File: config.mk
export PLATFORM = sky130hd
export DESIGN_NAME = tile_cfg_front
export DESIGN_NICKNAME = d
export VERILOG_FILES = /design/src/rtl/tile_cfg_pkg.sv /design/src/rtl/tile_cfg_addr_dec.sv /design/src/rtl/tile_cfg_regbank.sv /design/src/rtl/tile_cfg_rd_mux.sv /design/src/rtl/tile_cfg_front.sv
export SDC_FILE = /design/constraint.sdc
export NUM_CORES = 1
export LEC_CHECK = 0
export BUFFER_PORTS_ARGS = -buffer_cell sky130_fd_sc_hd__buf_2
export CORE_MARGIN = 2
export CORE_UTILIZATION = 53
export CTS_CLUSTER_SIZE = 12
export DETAILED_ROUTE_END_ITERATION = 12
export GPL_TIMING_DRIVEN = 1
export PLACE_DENSITY = 0.79
export SYNTH_ARGS = -nofsm -noshare
export SYNTH_HDL_FRONTEND = slang
export SYNTH_HIERARCHICAL = 1
export SYNTH_SLANG_ARGS = --single-unit
File: constraint.sdc
create_clock -name clk -period 2.1 [get_ports clk]
set_input_delay 0 -clock clk [delete_from_list [all_inputs] [get_ports clk]]
set_output_delay 0 -clock clk [all_outputs]
set_load 0.03 [all_outputs]
File: src/rtl/tile_cfg_pkg.sv
package tile_cfg_pkg;

    localparam int ADDR_W = 32;
    localparam int DATA_W = 32;
    localparam int ID_W   = 16;
    localparam int IDX_W  = 8;

    // Address layout, most significant field first.
    typedef struct packed {
        logic [IDX_W-1:0] reg_idx;
        logic [IDX_W-1:0] feat_idx;
        logic [ID_W-1:0]  tile_id;
    } cfg_addr_t;

    // Decoded access handed from the decoder to the banks and read path.
    typedef struct packed {
        logic             id_ok;
        logic [IDX_W-1:0] feat;
        logic [IDX_W-1:0] regi;
    } cfg_sel_t;

    function automatic int reg_width(input int idx, input int even_w, input int odd_w);
        return (idx % 2 == 0) ? even_w : odd_w;
    endfunction

    function automatic int max3(input int a, input int b, input int c);
        int m;
        m = (a > b) ? a : b;
        return (m > c) ? m : c;
    endfunction

endpackage

File: src/rtl/tile_cfg_addr_dec.sv
module tile_cfg_addr_dec
    import tile_cfg_pkg::*;
#(
    parameter int NUM_FEAT = 4
) (
    input  logic [ID_W-1:0]     tile_id_i,
    input  logic [ADDR_W-1:0]   addr_i,
    input  logic                we_i,
    output logic [NUM_FEAT-1:0] feat_we_o,
    output cfg_sel_t            sel_o
);

    cfg_addr_t fields;
    logic      id_match;

    assign fields   = cfg_addr_t'(addr_i);
    assign id_match = (fields.tile_id == tile_id_i);

    assign sel_o.id_ok = id_match;
    assign sel_o.feat  = fields.feat_idx;
    assign sel_o.regi  = fields.reg_idx;

    for (genvar f = 0; f < NUM_FEAT; f++) begin : g_we
        assign feat_we_o[f] = we_i && id_match && (fields.feat_idx == IDX_W'(f));
    end

endmodule

File: src/rtl/tile_cfg_regbank.sv
module tile_cfg_regbank
    import tile_cfg_pkg::*;
#(
    parameter int              NREGS   = 2,
    parameter int              EVEN_W  = 32,
    parameter int              ODD_W   = 32,
    parameter logic [DATA_W-1:0] RST_VAL = '0
) (
    input  logic                    clk,
    input  logic                    rst,
    input  logic                    we_i,
    input  logic [IDX_W-1:0]        reg_idx_i,
    input  logic [DATA_W-1:0]       wdata_i,
    output logic [NREGS*DATA_W-1:0] regs_o
);

    for (genvar i = 0; i < NREGS; i++) begin : g_reg
        localparam int W = reg_width(i, EVEN_W, ODD_W);
        logic [W-1:0] q;

        always_ff @(posedge clk) begin
            if (rst) begin
                q <= RST_VAL[W-1:0];
            end else if (we_i && (reg_idx_i == IDX_W'(i))) begin
                q <= wdata_i[W-1:0];
            end
        end

        assign regs_o[i*DATA_W +: DATA_W] = DATA_W'(q);
    end

endmodule

File: src/rtl/tile_cfg_rd_mux.sv
module tile_cfg_rd_mux
    import tile_cfg_pkg::*;
#(
    parameter int NUM_FEAT = 4,
    parameter int MAX_REGS = 4
) (
    input  logic                                clk,
    input  logic                                rst,
    input  logic                                re_i,
    input  cfg_sel_t                            sel_i,
    input  logic [NUM_FEAT*MAX_REGS*DATA_W-1:0] regs_i,
    output logic [DATA_W-1:0]                   rdata_o
);

    logic [DATA_W-1:0] pick;

    // Slots a feature does not have are zero-filled, so a miss reads 0.
    always_comb begin
        pick = '0;
        for (int f = 0; f < NUM_FEAT; f++) begin
            for (int r = 0; r < MAX_REGS; r++) begin
                if (sel_i.id_ok && (sel_i.feat == IDX_W'(f)) && (sel_i.regi == IDX_W'(r))) begin
                    pick = regs_i[(f*MAX_REGS + r)*DATA_W +: DATA_W];
                end
            end
        end
    end

    always_ff @(posedge clk) begin
        if (rst) begin
            rdata_o <= '0;
        end else if (re_i) begin
            rdata_o <= pick;
        end
    end

endmodule

File: src/rtl/tile_cfg_front.sv
module tile_cfg_front
    import tile_cfg_pkg::*;
#(
    parameter int NUM_CB    = 2,
    parameter int CB_W      = 4,
    parameter int CB_RST    = 9,
    parameter int SB_REGS   = 4,
    parameter int CORE_REGS = 2
) (
    input  logic                        clk,
    input  logic                        rst,
    input  logic [15:0]                 tile_id_i,
    input  logic [31:0]                 cfg_addr_i,
    input  logic [31:0]                 cfg_wdata_i,
    input  logic                        cfg_we_i,
    input  logic                        cfg_re_i,
    output logic [31:0]                 cfg_rdata_o,
    output logic [NUM_CB*CB_W-1:0]      cb_sel_o,
    output logic [SB_REGS*2-1:0]        sb_cfg_o,
    output logic [CORE_REGS*32-1:0]     core_cfg_o
);

    localparam int NUM_FEAT  = NUM_CB + 2;
    localparam int SB_FEAT   = NUM_CB;
    localparam int CORE_FEAT = NUM_CB + 1;
    localparam int MAX_REGS  = max3(1, SB_REGS, CORE_REGS);

    logic [NUM_FEAT-1:0]                 feat_we;
    cfg_sel_t                            sel;
    logic [NUM_CB-1:0][DATA_W-1:0]       cb_word;
    logic [SB_REGS*DATA_W-1:0]           sb_flat;
    logic [CORE_REGS*DATA_W-1:0]         core_flat;
    logic [NUM_FEAT*MAX_REGS*DATA_W-1:0] all_regs;

    tile_cfg_addr_dec #(.NUM_FEAT(NUM_FEAT)) u_dec (
        .tile_id_i (tile_id_i),
        .addr_i    (cfg_addr_i),
        .we_i      (cfg_we_i),
        .feat_we_o (feat_we),
        .sel_o     (sel)
    );

    for (genvar c = 0; c < NUM_CB; c++) begin : g_cb
        tile_cfg_regbank #(
            .NREGS   (1),
            .EVEN_W  (CB_W),
            .ODD_W   (CB_W),
            .RST_VAL (DATA_W'(CB_RST))
        ) u_cb (
            .clk       (clk),
            .rst       (rst),
            .we_i      (feat_we[c]),
            .reg_idx_i (sel.regi),
            .wdata_i   (cfg_wdata_i),
            .regs_o    (cb_word[c])
        );
        assign cb_sel_o[c*CB_W +: CB_W] = cb_word[c][CB_W-1:0];
    end

    tile_cfg_regbank #(
        .NREGS   (SB_REGS),
        .EVEN_W  (2),
        .ODD_W   (1),
        .RST_VAL ('0)
    ) u_sb (
        .clk       (clk),
        .rst       (rst),
        .we_i      (feat_we[SB_FEAT]),
        .reg_idx_i (sel.regi),
        .wdata_i   (cfg_wdata_i),
        .regs_o    (sb_flat)
    );

    for (genvar s = 0; s < SB_REGS; s++) begin : g_sb_out
        assign sb_cfg_o[s*2 +: 2] = sb_flat[s*DATA_W +: 2];
    end

    tile_cfg_regbank #(
        .NREGS   (CORE_REGS),
        .EVEN_W  (DATA_W),
        .ODD_W   (DATA_W),
        .RST_VAL ('0)
    ) u_core (
        .clk       (clk),
        .rst       (rst),
        .we_i      (feat_we[CORE_FEAT]),
        .reg_idx_i (sel.regi),
        .wdata_i   (cfg_wdata_i),
        .regs_o    (core_flat)
    );

    assign core_cfg_o = core_flat;

    // Pack every feature into a fixed grid of MAX_REGS slots.
    always_comb begin
        all_regs = '0;
        for (int c = 0; c < NUM_CB; c++) begin
            all_regs[(c*MAX_REGS)*DATA_W +: DATA_W] = cb_word[c];
        end
        for (int r = 0; r < SB_REGS; r++) begin
            all_regs[(SB_FEAT*MAX_REGS + r)*DATA_W +: DATA_W] = sb_flat[r*DATA_W +: DATA_W];
        end
        for (int r = 0; r < CORE_REGS; r++) begin
            all_regs[(CORE_FEAT*MAX_REGS + r)*DATA_W +: DATA_W] = core_flat[r*DATA_W +: DATA_W];
        end
    end

    tile_cfg_rd_mux #(
        .NUM_FEAT (NUM_FEAT),
        .MAX_REGS (MAX_REGS)
    ) u_rd (
        .clk     (clk),
        .rst     (rst),
        .re_i    (cfg_re_i),
        .sel_i   (sel),
        .regs_i  (all_regs),
        .rdata_o (cfg_rdata_o)
    );

endmodule

==> impl_metrics.toml <==
[placement]
dp.cells = 2013
dp_slack_ps = -358
place_congestion = 0.944
io_buffers = 193
place_hpwl_um = 22700

[final_layout]
area_growth_pct = 20.8
stdcell_count = 2065
filler_cell_count = 1754
n_antenna_cell = 0
finalNetCount = 1869
drive_above_1_share = 0.209

[synthesis]
synth.distinct_cells = 69
synth-adder-area-share = 0
synth_xor_area_frac = 0.0126
synth-simple-area-share = 0.194
synth-edff-count = 0
ys_ff_latch = 110
yosys_warnings = 6
synthCells = 1346
synth_area_per_cell_um2 = 8.28
yosys-mux-area-fraction = 0.198
synth_compound_area_frac = 0.206
seq_area_frac_synth = 0.198
async_flop_share = 0
dominantRegCellSynth = "dfxtp_1"
syn-cell-area_um2 = 11100
synth_top_family_by_area = "compound AO/OA/AOI/OAI gates"

[timing]
layout_setup_ws_ps = 59.4
finalCritPeriodShare = 0.972
max_freq_ghz = 0.490
tightest_slew_ps = 916
slew_violations = 0
post-route-min-period_ps = 2040
clock_skew_ps = 9.59
timing_hold_violations_final = 0
fin_setup_tns_ps = 0
setup_viol = 0
relSlewSlack = 0.374

[global_route]
track_usage = 0.287
grt_pass1_wl_um = 51100
antenna_found_initial = 0
grt_max_degree = 114
grt_pass1_vias = 9989
gr-total-overflow = 0

[floorplan]
die_height_um = 149
coreArea_um2 = 20800
top_level_ports = 196
die_w_um = 149
die_area_um2 = 22200
initial_core_util = 0.535
rows = 53

[status]
status = "finished clean"

[setup_path]
crit_path_start_kind = "input pin"
rrSetupSlack_ps = 320
cp-end-kind = "flop"
slowest_stage = "a2111oi_2"
crit_type = "input pin to flop"
arrival_ps = 2310
crit_required_ps = 2370
r2r_end = "u_rd/rdata_o[5]"
cp_slowest_stage_delay_ps = 320
r2r_start = "u_core/g_reg[1].q[5]"
crit_fanout = 6
r2r_cells = 4
path_cells = "buf_2, xor2_1, nor4_2, nand4_1, inv_1, nor2b_4, nand4_4, o31ai_4, buf_6, clkbuf_2, buf_4, a2111oi_0, a2111oi_2"

[flow_run]
cap_violations = 0

[clocking]
cts_buffer_depth = 2
root_buffer = "clkbuf_16"
cts_made_buffers = 9
clkLatencyLatePin_ps = 370
cts_tree = "built"
h-tree-depth = 3
clock_sinks = 110
cts.reportedPaths.clkPinSlew_ps = 80

[detailed_routing]
routedWlPerCell_um = 15.7
drtAntennaViolNets = 0
drc = 0
totalWireLength_um = 32500
first_pass_iters = 6
vias = 10468
drt-initial-drc-count = 849
via_per_inst = 5.07

[worst_hold_path]
worstHoldPathType = "input pin to flop"
hold_path_depth = 3
hp-start = "cfg_wdata_i[3]"
holdPathEnd = "g_cb[1].u_cb/g_reg[0].q[3]"

[power]
leakage_uw = 0.00630
powerDensity_nw_per_um2 = 405
vdd_drop_max_mv = 0.543
[Yosys cell counts (9+ instances only)]
cell / count / area (um^2)
a2111oi_0: 11 / 96.3
o221ai_1: 23 / 201
dfxtp_1: 110 / 2200
buf_4: 215 / 1610
a22oi_1: 21 / 158
mux2_2: 42 / 473
nor2b_1: 16 / 100
nor3_1: 26 / 130
o21ai_0: 45 / 225
a311oi_1: 17 / 149
a2111oi_2: 9 / 135
nand2b_1: 116 / 726
and3b_1: 11 / 96.3
o22a_1: 17 / 149
o21a_1: 24 / 180
a31oi_1: 10 / 62.6
nor2_1: 94 / 353
xor2_1: 16 / 140
clkbuf_1: 36 / 135
mux2i_1: 166 / 1660
a21oi_1: 63 / 315
nand2_1: 49 / 184
o21ai_1: 25 / 125
buf_2: 34 / 170
[state kept, by name, summed over array words and instances (netlist names)]
name / cells
u_sb/g.q: 6
g_cb.u_cb/g.q: 8
u_core/g.q: 64
u_rd/rdata_o: 32
[worst max-delay path by stage]
stage	from	end	slack, ps	cells after the start
floorplan	tile_id_i[6]	u_rd/rdata_o[0]	30	11
global placement	tile_id_i[1]	g_cb[1].u_cb/g_reg[0].q[3]	-250	10
detailed placement	tile_id_i[1]	u_rd/rdata_o[1]	-360	14
CTS	tile_id_i[1]	g_cb[1].u_cb/g_reg[0].q[0]	30	10
global route	tile_id_i[13]	u_rd/rdata_o[5]	-50	13
finish	tile_id_i[7]	u_rd/rdata_o[5]	60	13
[metal layers]
layer / share of wire / wire length, um / global-route usage / up-vias
met5: 0 / 0 / 0 / -
met4: 0.032 / 1050 / 0.115 / 0
met3: 0.074 / 2410 / 0.0606 / 81
met2: 0.48 / 15500 / 0.482 / 367
met1: 0.41 / 13500 / 0.358 / 4883
li1: - / - / - / 5137
[through the flow]
step | area, um^2 | total power (uW) | utilization | hold WS (ps)
5_1_grt | 13500 | 5690 | 0.647 | 27.8
6_report | 13500 | 5450 | 0.647 | 24.8
2_1_floorplan | 12800 | 3330 | - | 79.8
4_1_cts | 13400 | 5380 | 0.643 | 17.4
3_5_place_dp | 12700 | 3410 | 0.611 | 291
3_3_place_gp | 12700 | 3390 | 0.611 | 280
[power breakdown]
group,internal (uW),switching (uW)
Combinational,563,778
Clock,1080,905
Sequential,2110,19.4
[cell usage in the layout (no fill, tap or decap), types with 9 or more instances in the layout]
| cell type | Yosys | final |
|---|---|---|
| mux2i_1 | 166 | 166 |
| nand2b_1 | 116 | 116 |
| o21a_1 | 24 | 24 |
| o21ai_0 | 45 | 45 |
| conb_1 | 4 | 435 |
| nor2b_1 | 16 | 13 |
| buf_4 | 215 | 61 |
| a21oi_1 | 63 | 63 |
| o221ai_1 | 23 | 23 |
| dfxtp_1 | 110 | 110 |
| a2111oi_0 | 11 | 9 |
| nor2_1 | 94 | 94 |
| xor2_1 | 16 | 16 |
| o22a_1 | 17 | 17 |
| buf_12 | 2 | 14 |
| clkbuf_16 | 0 | 9 |
| buf_2 | 34 | 190 |
| dlygate4sd3_1 | 0 | 32 |
| nor3_1 | 26 | 25 |
| o21ai_1 | 25 | 25 |
| a2111oi_2 | 9 | 10 |
| a22oi_1 | 21 | 21 |
| a31oi_1 | 10 | 10 |
| a311oi_1 | 17 | 17 |
| nand2_1 | 49 | 49 |
| mux2_2 | 42 | 42 |
| and3b_1 | 11 | 10 |
[cell type report]
cell class | count | area [um^2] | area share
Clock buffer | 9 | 225 | 0.0167
Clock inverter | 7 | 114 | 0.00846
Sequential cell | 110 | 2200 | 0.164
Tap cell | 275 | 344 | 0.0256
Inverter | 7 | 26.3 | 0.00195
Multi-Input combinational cell | 1357 | 8510 | 0.632
Timing Repair Buffer | 300 | 2040 | 0.151
[kinds of logic after synthesis]
logic type | count (synthesis)
DFF | 110
xor gates and xnor gates | 16
buffers and inverters | 310
other | 4
muxes | 211
and+or+nand+nor | 371
AOI/OAI and AO/OA | 324
[critical path, delay by kind of cell]
family | cells | cell delay (ps)
compound gates | 3 | 650
xor+xnor | 1 | 160
buf+inv | 5 | 680
simple gates | 4 | 820
[timing repair]
action | in CTS | in global routing
gates resized for setup | 1 | 12
endpoints found under the setup margin | 1 | 59
pin swaps | 0 | 7
hold buffers | 32 | 0
endpoints found under the hold margin | 67 | 0
cloned | 0 | 0
setup buffers | 0 | 4
(Power assumes the default switching activity.)
